==> src/rtl/pfq_pkg.sv <==
package pfq_pkg;
  typedef enum logic [1:0] {
    BUS_IDLE = 2'd0,
    BUS_CODE = 2'd1,
    BUS_DATA = 2'd2
  } busKind_t;

  typedef struct packed {
    logic startCode;
    logic startData;
    logic pushWord;
    logic clearQueue;
  } pfqStrobe_t;
endpackage

==> src/rtl/pfq_control.sv <==
module pfq_control
  import pfq_pkg::*;
(
  input  logic       clk,
  input  logic       rstN,
  input  logic       dReq,
  input  logic       memAck,
  input  logic       flush,
  input  logic       roomForWord,
  output pfqStrobe_t strobe,
  output logic       memReq,
  output logic       dDone
);
  busKind_t state;
  logic     discard;
  logic     idle;

  assign idle = (state == BUS_IDLE);

  always_comb begin
    strobe            = '0;
    strobe.startData  = idle && dReq;
    strobe.startCode  = idle && !dReq && !flush && roomForWord;
    strobe.pushWord   = (state == BUS_CODE) && memAck && !discard && !flush;
    strobe.clearQueue = flush;
  end

  always_ff @(posedge clk) begin
    if (!rstN) begin
      state   <= BUS_IDLE;
      discard <= 1'b0;
    end else begin
      case (state)
        BUS_IDLE: begin
          if (strobe.startData)      state <= BUS_DATA;
          else if (strobe.startCode) state <= BUS_CODE;
        end
        BUS_CODE: begin
          if (memAck) begin
            state   <= BUS_IDLE;
            discard <= 1'b0;
          end else if (flush) begin
            discard <= 1'b1;
          end
        end
        BUS_DATA: if (memAck) state <= BUS_IDLE;
        default:  state <= BUS_IDLE;
      endcase
    end
  end

  assign memReq = !idle;
  assign dDone  = (state == BUS_DATA) && memAck;

  // a started bus cycle is held until acknowledged
  a_r7_hold_cycle: assert property (@(posedge clk) disable iff (!rstN)
    (memReq && !memAck) |=> memReq);
  // a waiting data request owns the next bus cycle
  a_r6_data_first: assert property (@(posedge clk) disable iff (!rstN)
    (idle && dReq) |=> (state == BUS_DATA));
  // no room and no data request keeps the bus quiet
  a_r8_idle_when_full: assert property (@(posedge clk) disable iff (!rstN)
    (idle && !dReq && !roomForWord) |=> !memReq);
  // a fetch overtaken by a flush never writes the store
  a_r10_drop_stale: assert property (@(posedge clk) disable iff (!rstN)
    ((state == BUS_CODE) && flush && !memAck) |=> !strobe.pushWord);
endmodule

==> src/rtl/pfq_datapath.sv <==
module pfq_datapath
  import pfq_pkg::*;
#(
  parameter int          DEPTH      = 16,
  parameter int          WORD_BYTES = 4,
  parameter int          AW         = 32,
  parameter logic [31:0] RESET_PTR  = 32'h0
) (
  input  logic                    clk,
  input  logic                    rstN,
  input  pfqStrobe_t              strobe,
  input  logic                    popReady,
  input  logic [AW-1:0]           flushPtr,
  input  logic [AW-1:0]           dAddr,
  input  logic                    dWrite,
  input  logic [8*WORD_BYTES-1:0] dWdata,
  input  logic [8*WORD_BYTES-1:0] memRdata,
  output logic                    roomForWord,
  output logic                    byteValid,
  output logic [7:0]              byteOut,
  output logic [AW-1:0]           memAddr,
  output logic                    memWriteReg,
  output logic [8*WORD_BYTES-1:0] memWdata
);
  localparam int PTR_W = $clog2(DEPTH);
  localparam int CNT_W = $clog2(DEPTH + 1);
  localparam int LOW_W = $clog2(WORD_BYTES);
  localparam logic [AW-1:0] ALIGN_MASK = ~AW'((1 << LOW_W) - 1);

  logic [7:0]       qMem [DEPTH];
  logic [7:0]       lane [WORD_BYTES];
  logic [PTR_W-1:0] rdIdx, wrIdx;
  logic [CNT_W-1:0] count, countNext;
  logic [AW-1:0]    fetchPtr;
  logic             popFire;

  for (genvar b = 0; b < WORD_BYTES; b++) begin : g_lane
    assign lane[b] = memRdata[8*b +: 8];
  end

  assign byteValid   = (count != '0);
  assign byteOut     = qMem[rdIdx];
  assign roomForWord = (count <= CNT_W'(DEPTH - WORD_BYTES));
  assign popFire     = popReady && byteValid && !strobe.clearQueue;

  always_comb begin
    countNext = count;
    if (strobe.clearQueue) countNext = '0;
    else begin
      if (strobe.pushWord) countNext = countNext + CNT_W'(WORD_BYTES);
      if (popFire)         countNext = countNext - CNT_W'(1);
    end
  end

  always_ff @(posedge clk) begin
    if (strobe.pushWord)
      for (int b = 0; b < WORD_BYTES; b++) qMem[wrIdx + PTR_W'(b)] <= lane[b];
  end

  always_ff @(posedge clk) begin
    if (!rstN) begin
      rdIdx    <= '0;
      wrIdx    <= '0;
      count    <= '0;
      fetchPtr <= RESET_PTR[AW-1:0];
    end else begin
      count <= countNext;
      if (strobe.clearQueue) begin
        rdIdx    <= '0;
        wrIdx    <= '0;
        fetchPtr <= flushPtr & ALIGN_MASK;
      end else begin
        if (popFire) rdIdx <= rdIdx + PTR_W'(1);
        if (strobe.pushWord) begin
          wrIdx    <= wrIdx + PTR_W'(WORD_BYTES);
          fetchPtr <= fetchPtr + AW'(WORD_BYTES);
        end
      end
    end
  end

  always_ff @(posedge clk) begin
    if (!rstN) begin
      memAddr     <= '0;
      memWriteReg <= 1'b0;
      memWdata    <= '0;
    end else if (strobe.startData) begin
      memAddr     <= dAddr;
      memWriteReg <= dWrite;
      memWdata    <= dWdata;
    end else if (strobe.startCode) begin
      memAddr     <= fetchPtr;
      memWriteReg <= 1'b0;
    end
  end

  // occupancy never passes capacity
  a_r2_depth_bound: assert property (@(posedge clk) disable iff (!rstN)
    count <= CNT_W'(DEPTH));
  // a flush leaves the store empty
  a_r9_flush_empties: assert property (@(posedge clk) disable iff (!rstN)
    strobe.clearQueue |=> (count == '0));
  // kept fetch advances the pointer by one word
  a_r3_ptr_step: assert property (@(posedge clk) disable iff (!rstN)
    strobe.pushWord |=> (fetchPtr == $past(fetchPtr) + AW'(WORD_BYTES)));
  // a data cycle carries the requester's address and direction
  a_r6_data_addr: assert property (@(posedge clk) disable iff (!rstN)
    strobe.startData |=> (memAddr == $past(dAddr)) && (memWriteReg == $past(dWrite)));
endmodule

==> src/rtl/instr_prefetch_queue.sv <==
module instr_prefetch_queue
  import pfq_pkg::*;
#(
  parameter int          DEPTH      = 16,
  parameter int          WORD_BYTES = 4,
  parameter int          AW         = 32,
  parameter logic [31:0] RESET_PTR  = 32'h0
) (
  input  logic                    clk,
  input  logic                    rstN,
  input  logic                    popReady,
  output logic                    byteValid,
  output logic [7:0]              byteOut,
  input  logic                    flush,
  input  logic [AW-1:0]           flushPtr,
  input  logic                    dReq,
  input  logic [AW-1:0]           dAddr,
  input  logic                    dWrite,
  input  logic [8*WORD_BYTES-1:0] dWdata,
  output logic                    dDone,
  output logic [8*WORD_BYTES-1:0] dRdata,
  output logic                    memReq,
  output logic [AW-1:0]           memAddr,
  output logic                    memWrite,
  output logic [8*WORD_BYTES-1:0] memWdata,
  input  logic                    memAck,
  input  logic [8*WORD_BYTES-1:0] memRdata
);
  pfqStrobe_t strobe;
  logic       roomForWord;
  logic       memWriteReg;

  pfq_control u_ctrl (
    .clk(clk), .rstN(rstN), .dReq(dReq), .memAck(memAck), .flush(flush),
    .roomForWord(roomForWord), .strobe(strobe), .memReq(memReq), .dDone(dDone)
  );

  pfq_datapath #(
    .DEPTH(DEPTH), .WORD_BYTES(WORD_BYTES), .AW(AW), .RESET_PTR(RESET_PTR)
  ) u_dp (
    .clk(clk), .rstN(rstN), .strobe(strobe), .popReady(popReady),
    .flushPtr(flushPtr), .dAddr(dAddr), .dWrite(dWrite), .dWdata(dWdata),
    .memRdata(memRdata), .roomForWord(roomForWord), .byteValid(byteValid),
    .byteOut(byteOut), .memAddr(memAddr), .memWriteReg(memWriteReg),
    .memWdata(memWdata)
  );

  assign memWrite = memReq && memWriteReg;
  assign dRdata   = memRdata;
endmodule

==> config.mk <==
export PLATFORM = sky130hd
export DESIGN_NAME = instr_prefetch_queue
export DESIGN_NICKNAME = d
export VERILOG_FILES = /design/src/rtl/pfq_pkg.sv /design/src/rtl/pfq_control.sv /design/src/rtl/pfq_datapath.sv /design/src/rtl/instr_prefetch_queue.sv
export SDC_FILE = /design/constraint.sdc
export NUM_CORES = 1
export LEC_CHECK = 0
export BUFFER_PORTS_ARGS = -buffer_cell sky130_fd_sc_hd__clkbuf_2
export CAP_MARGIN = 10
export CORE_MARGIN = 2
export CORE_UTILIZATION = 40
export CTS_CLUSTER_SIZE = 10
export DETAILED_ROUTE_END_ITERATION = 12
export PLACE_DENSITY = 0.59
export SLEW_MARGIN = 20
export SYNTH_ARGS = -nofsm -noshare
export SYNTH_HDL_FRONTEND = slang
export SYNTH_SLANG_ARGS = --single-unit
export TNS_END_PERCENT = 50
==> constraint.sdc <==
create_clock -name clk -period 2.75 [get_ports clk]
set_clock_uncertainty 0.05 [all_clocks]
set_input_delay 0 -clock clk [delete_from_list [all_inputs] [get_ports clk]]
set_output_delay 0 -clock clk [all_outputs]
set_load 0.05 [all_outputs]
==> flow_summary.json <==
{
  "hold_depth": 2,
  "cp.required_ps": 2700,
  "grt_max_degree": 41,
  "status": "finished, final reports clean",
  "yosys_warnings": 0,
  "r2r_setup_slack_ps": 310,
  "fin_ws_ps": 220,
  "area_growth_pct": 36.1,
  "htree_levels": 1,
  "final_cell_mix": "clkbuf_2, dlygate4sd3_1, edfxtp_1",
  "worstReg2RegEnd": "u_dp.memAddr[15]",
  "postCtsResizedCells": 0,
  "routed_wl_mm": 26.1,
  "dp_hpwl_mm": 16.3,
  "rsz0062_at_grt": "no",
  "synth-edff-count": 128,
  "fin_nets": 1352,
  "overflow": 0,
  "p_per_area_nw_per_um2": 630,
  "layout-drive-gt1-share": 0.279,
  "postSynthCellCount": 841,
  "grt_pass1_vias": 7793,
  "avgSynthCellArea_um2": 12.2,
  "drc_errors": 0,
  "gp_congestion": 0.837,
  "dr.pass1.iters": 5,
  "setup_viol": 0,
  "period_share": 0.920,
  "timing.rr.start": "u_dp.count[2]",
  "reg2regPathDepth": 6,
  "hold_viol_final": 0,
  "final_common_cell": "clkbuf_2",
  "max_slew.worst_pin.slew_ps": 728,
  "design.die.area_um2": 27000,
  "period_needed_ps": 2530,
  "clock_sinks": 241,
  "async_reset_ff_frac": 0,
  "cp_max_fo": 18,
  "ir_drop_v": 0.000502,
  "io-pin-count": 243,
  "die_h_um": 164,
  "viasPerCell": 5.01,
  "p_leak_nw": 5.40,
  "grt_first_pass_wirelength_mm": 40.8,
  "utilization": 0.555,
  "port_buffers": 240,
  "clk_latency_ps": 530,
  "cts_made_buffers": 28,
  "hold_path_end": "u_dp.qMem[6][1]",
  "hp-class": "in2reg",
  "design_area_um2": 14000,
  "ant_nets": 0,
  "slew_headroom": 0.514,
  "chipWidth_um": 164,
  "hold_start": "memRdata[17]",
  "arrival_ps": 2480,
  "routedWlPerCell_um": 16.8,
  "end_kind": "primary output",
  "cts_tree": "done",
  "grtUsageTotal": 0.190,
  "n_fill_cell": 2124,
  "syn_nets": 989,
  "synth.distinct_cells": 48,
  "ys.flop_type": "edfxtp_1",
  "initial_core_util": 0.408,
  "dpl_cell_area_um2": 11600,
  "grt_antenna_before_repair": 0,
  "core_area_um2": 25300,
  "startpoint_type": "flop",
  "clockRootBuffer": "clkbuf_16",
  "cts_setup_buffers": 0,
  "tns_ps": 0,
  "ys_ff_latch": 241,
  "vias": 7776,
  "synth_area_um2": 10300,
  "fmax_ghz": 0.395,
  "drv_slew": 0,
  "hold_ws_ps": 184,
  "dp_slack_ps": 600,
  "maxCapViolCount": 0,
  "cts_buffer_depth": 3,
  "clkSlewWorstSetupHoldPaths_ps": 60,
  "ys_seq_area_frac": 0.593,
  "drt_iter0_drc": 389,
  "crit_type": "reg2out",
  "rows": 58
}
## critical path: stages (launching register included)
cell and delay [ps]:
dfxtp_2 320, buf_4 320, mux4_2 560, mux4_2 480, clkbuf_2 260
## per-stage QoR
step	total power, mW	std cells
2_1_floorplan	4.95	841
3_3_place_gp	5.30	1346
3_5_place_dp	5.31	1346
4_1_cts	8.89	1550
5_1_grt	9.15	1550
6_report	8.82	1551
## synthesized netlist by cell type (4+ instances only)
master / number / area share
edfxtp_1: 128 / 0.37
nand2b_1: 30 / 0.018
nor2b_1: 7 / 0.0043
a21oi_1: 56 / 0.027
o21ai_0: 63 / 0.031
and3_1: 4 / 0.0024
xor2_1: 22 / 0.019
xnor2_1: 15 / 0.013
ha_1: 13 / 0.016
nand3_1: 14 / 0.0068
nand4_1: 11 / 0.0067
dfxtp_1: 113 / 0.22
nand2_1: 95 / 0.035
inv_1: 11 / 0.0040
o31ai_1: 30 / 0.022
buf_1: 8 / 0.0029
buf_4: 36 / 0.026
a21boi_0: 32 / 0.023
clkbuf_1: 39 / 0.014
buf_2: 4 / 0.0019
and2_1: 15 / 0.0091
nor2_1: 18 / 0.0066
mux4_2: 40 / 0.088
## worst max path at each step
stage                         start                end  slack, ps  cells after the start
CTS                            flop         byteOut[2]        170                      4
global route                   flop         byteOut[7]        100                      4
finish                         flop         byteOut[0]        220                      4
detailed placement  u_ctrl.state[1]  u_dp.fetchPtr[12]        600                      7
floorplan           u_ctrl.state[1]    u_dp.qMem[0][0]        510                      5
global placement      u_dp.count[2]   u_dp.memAddr[23]        630                      6
## report_power, final
group          total, mW  internal [mW]  switching, mW
clock network       3.39           1.99           1.39
registers           4.04           3.93          0.103
logic               1.40          0.482          0.916
total               8.82           6.41           2.41
## cell families after synthesis
| family | count (synthesis) | share of synthesized area |
|---|---|---|
| buf+inv | 99 | 0.0497 |
| flops | 241 | 0.593 |
| compound gates | 193 | 0.112 |
| fa+ha+maj | 13 | 0.0158 |
| mux | 42 | 0.0895 |
| simple gates | 216 | 0.108 |
| xor+xnor | 37 | 0.0315 |
## per-layer routing
metal	GRT usage	routed length [um]	up-vias
li1	-	-	3772
met1	0.243	11000	3752
met2	0.323	12800	212
met3	0.0482	1620	40
met4	0.0506	619	0
met5	0	0	-
## final cells by class
class                      instances  area, um2  area share
clock buffer                      44        771      0.0550
sequential                       241       6110       0.436
timing repair buffer             420       2950       0.210
inverter                          12       45.0     0.00322
multi-input combinational        501       3670       0.262
clock inverter                     2       46.3     0.00331
antenna                            1       2.50    0.000179
tap                              330        413      0.0295
## state kept, by name, summed over array words and instances (netlist names), named ones only
| signal | count |
|---|---|
| u_dp.fetchPtr | 30 |
| u_ctrl.discard | 1 |
| u_dp.wrIdx | 2 |
| u_dp.count | 5 |
| u_dp.memWriteReg | 1 |
| u_dp.memAddr | 32 |
| u_ctrl.state | 2 |
| u_dp.rdIdx | 4 |
| u_dp.qMem | 128 |
| u_dp.memWdata | 32 |
## repair_timing
item                                    CTS  global route
hold endpoints to repair                235             0
hold buffers                            158             0
endpoints found under the setup margin    0             0
Power figures use the tool's default switching activity.
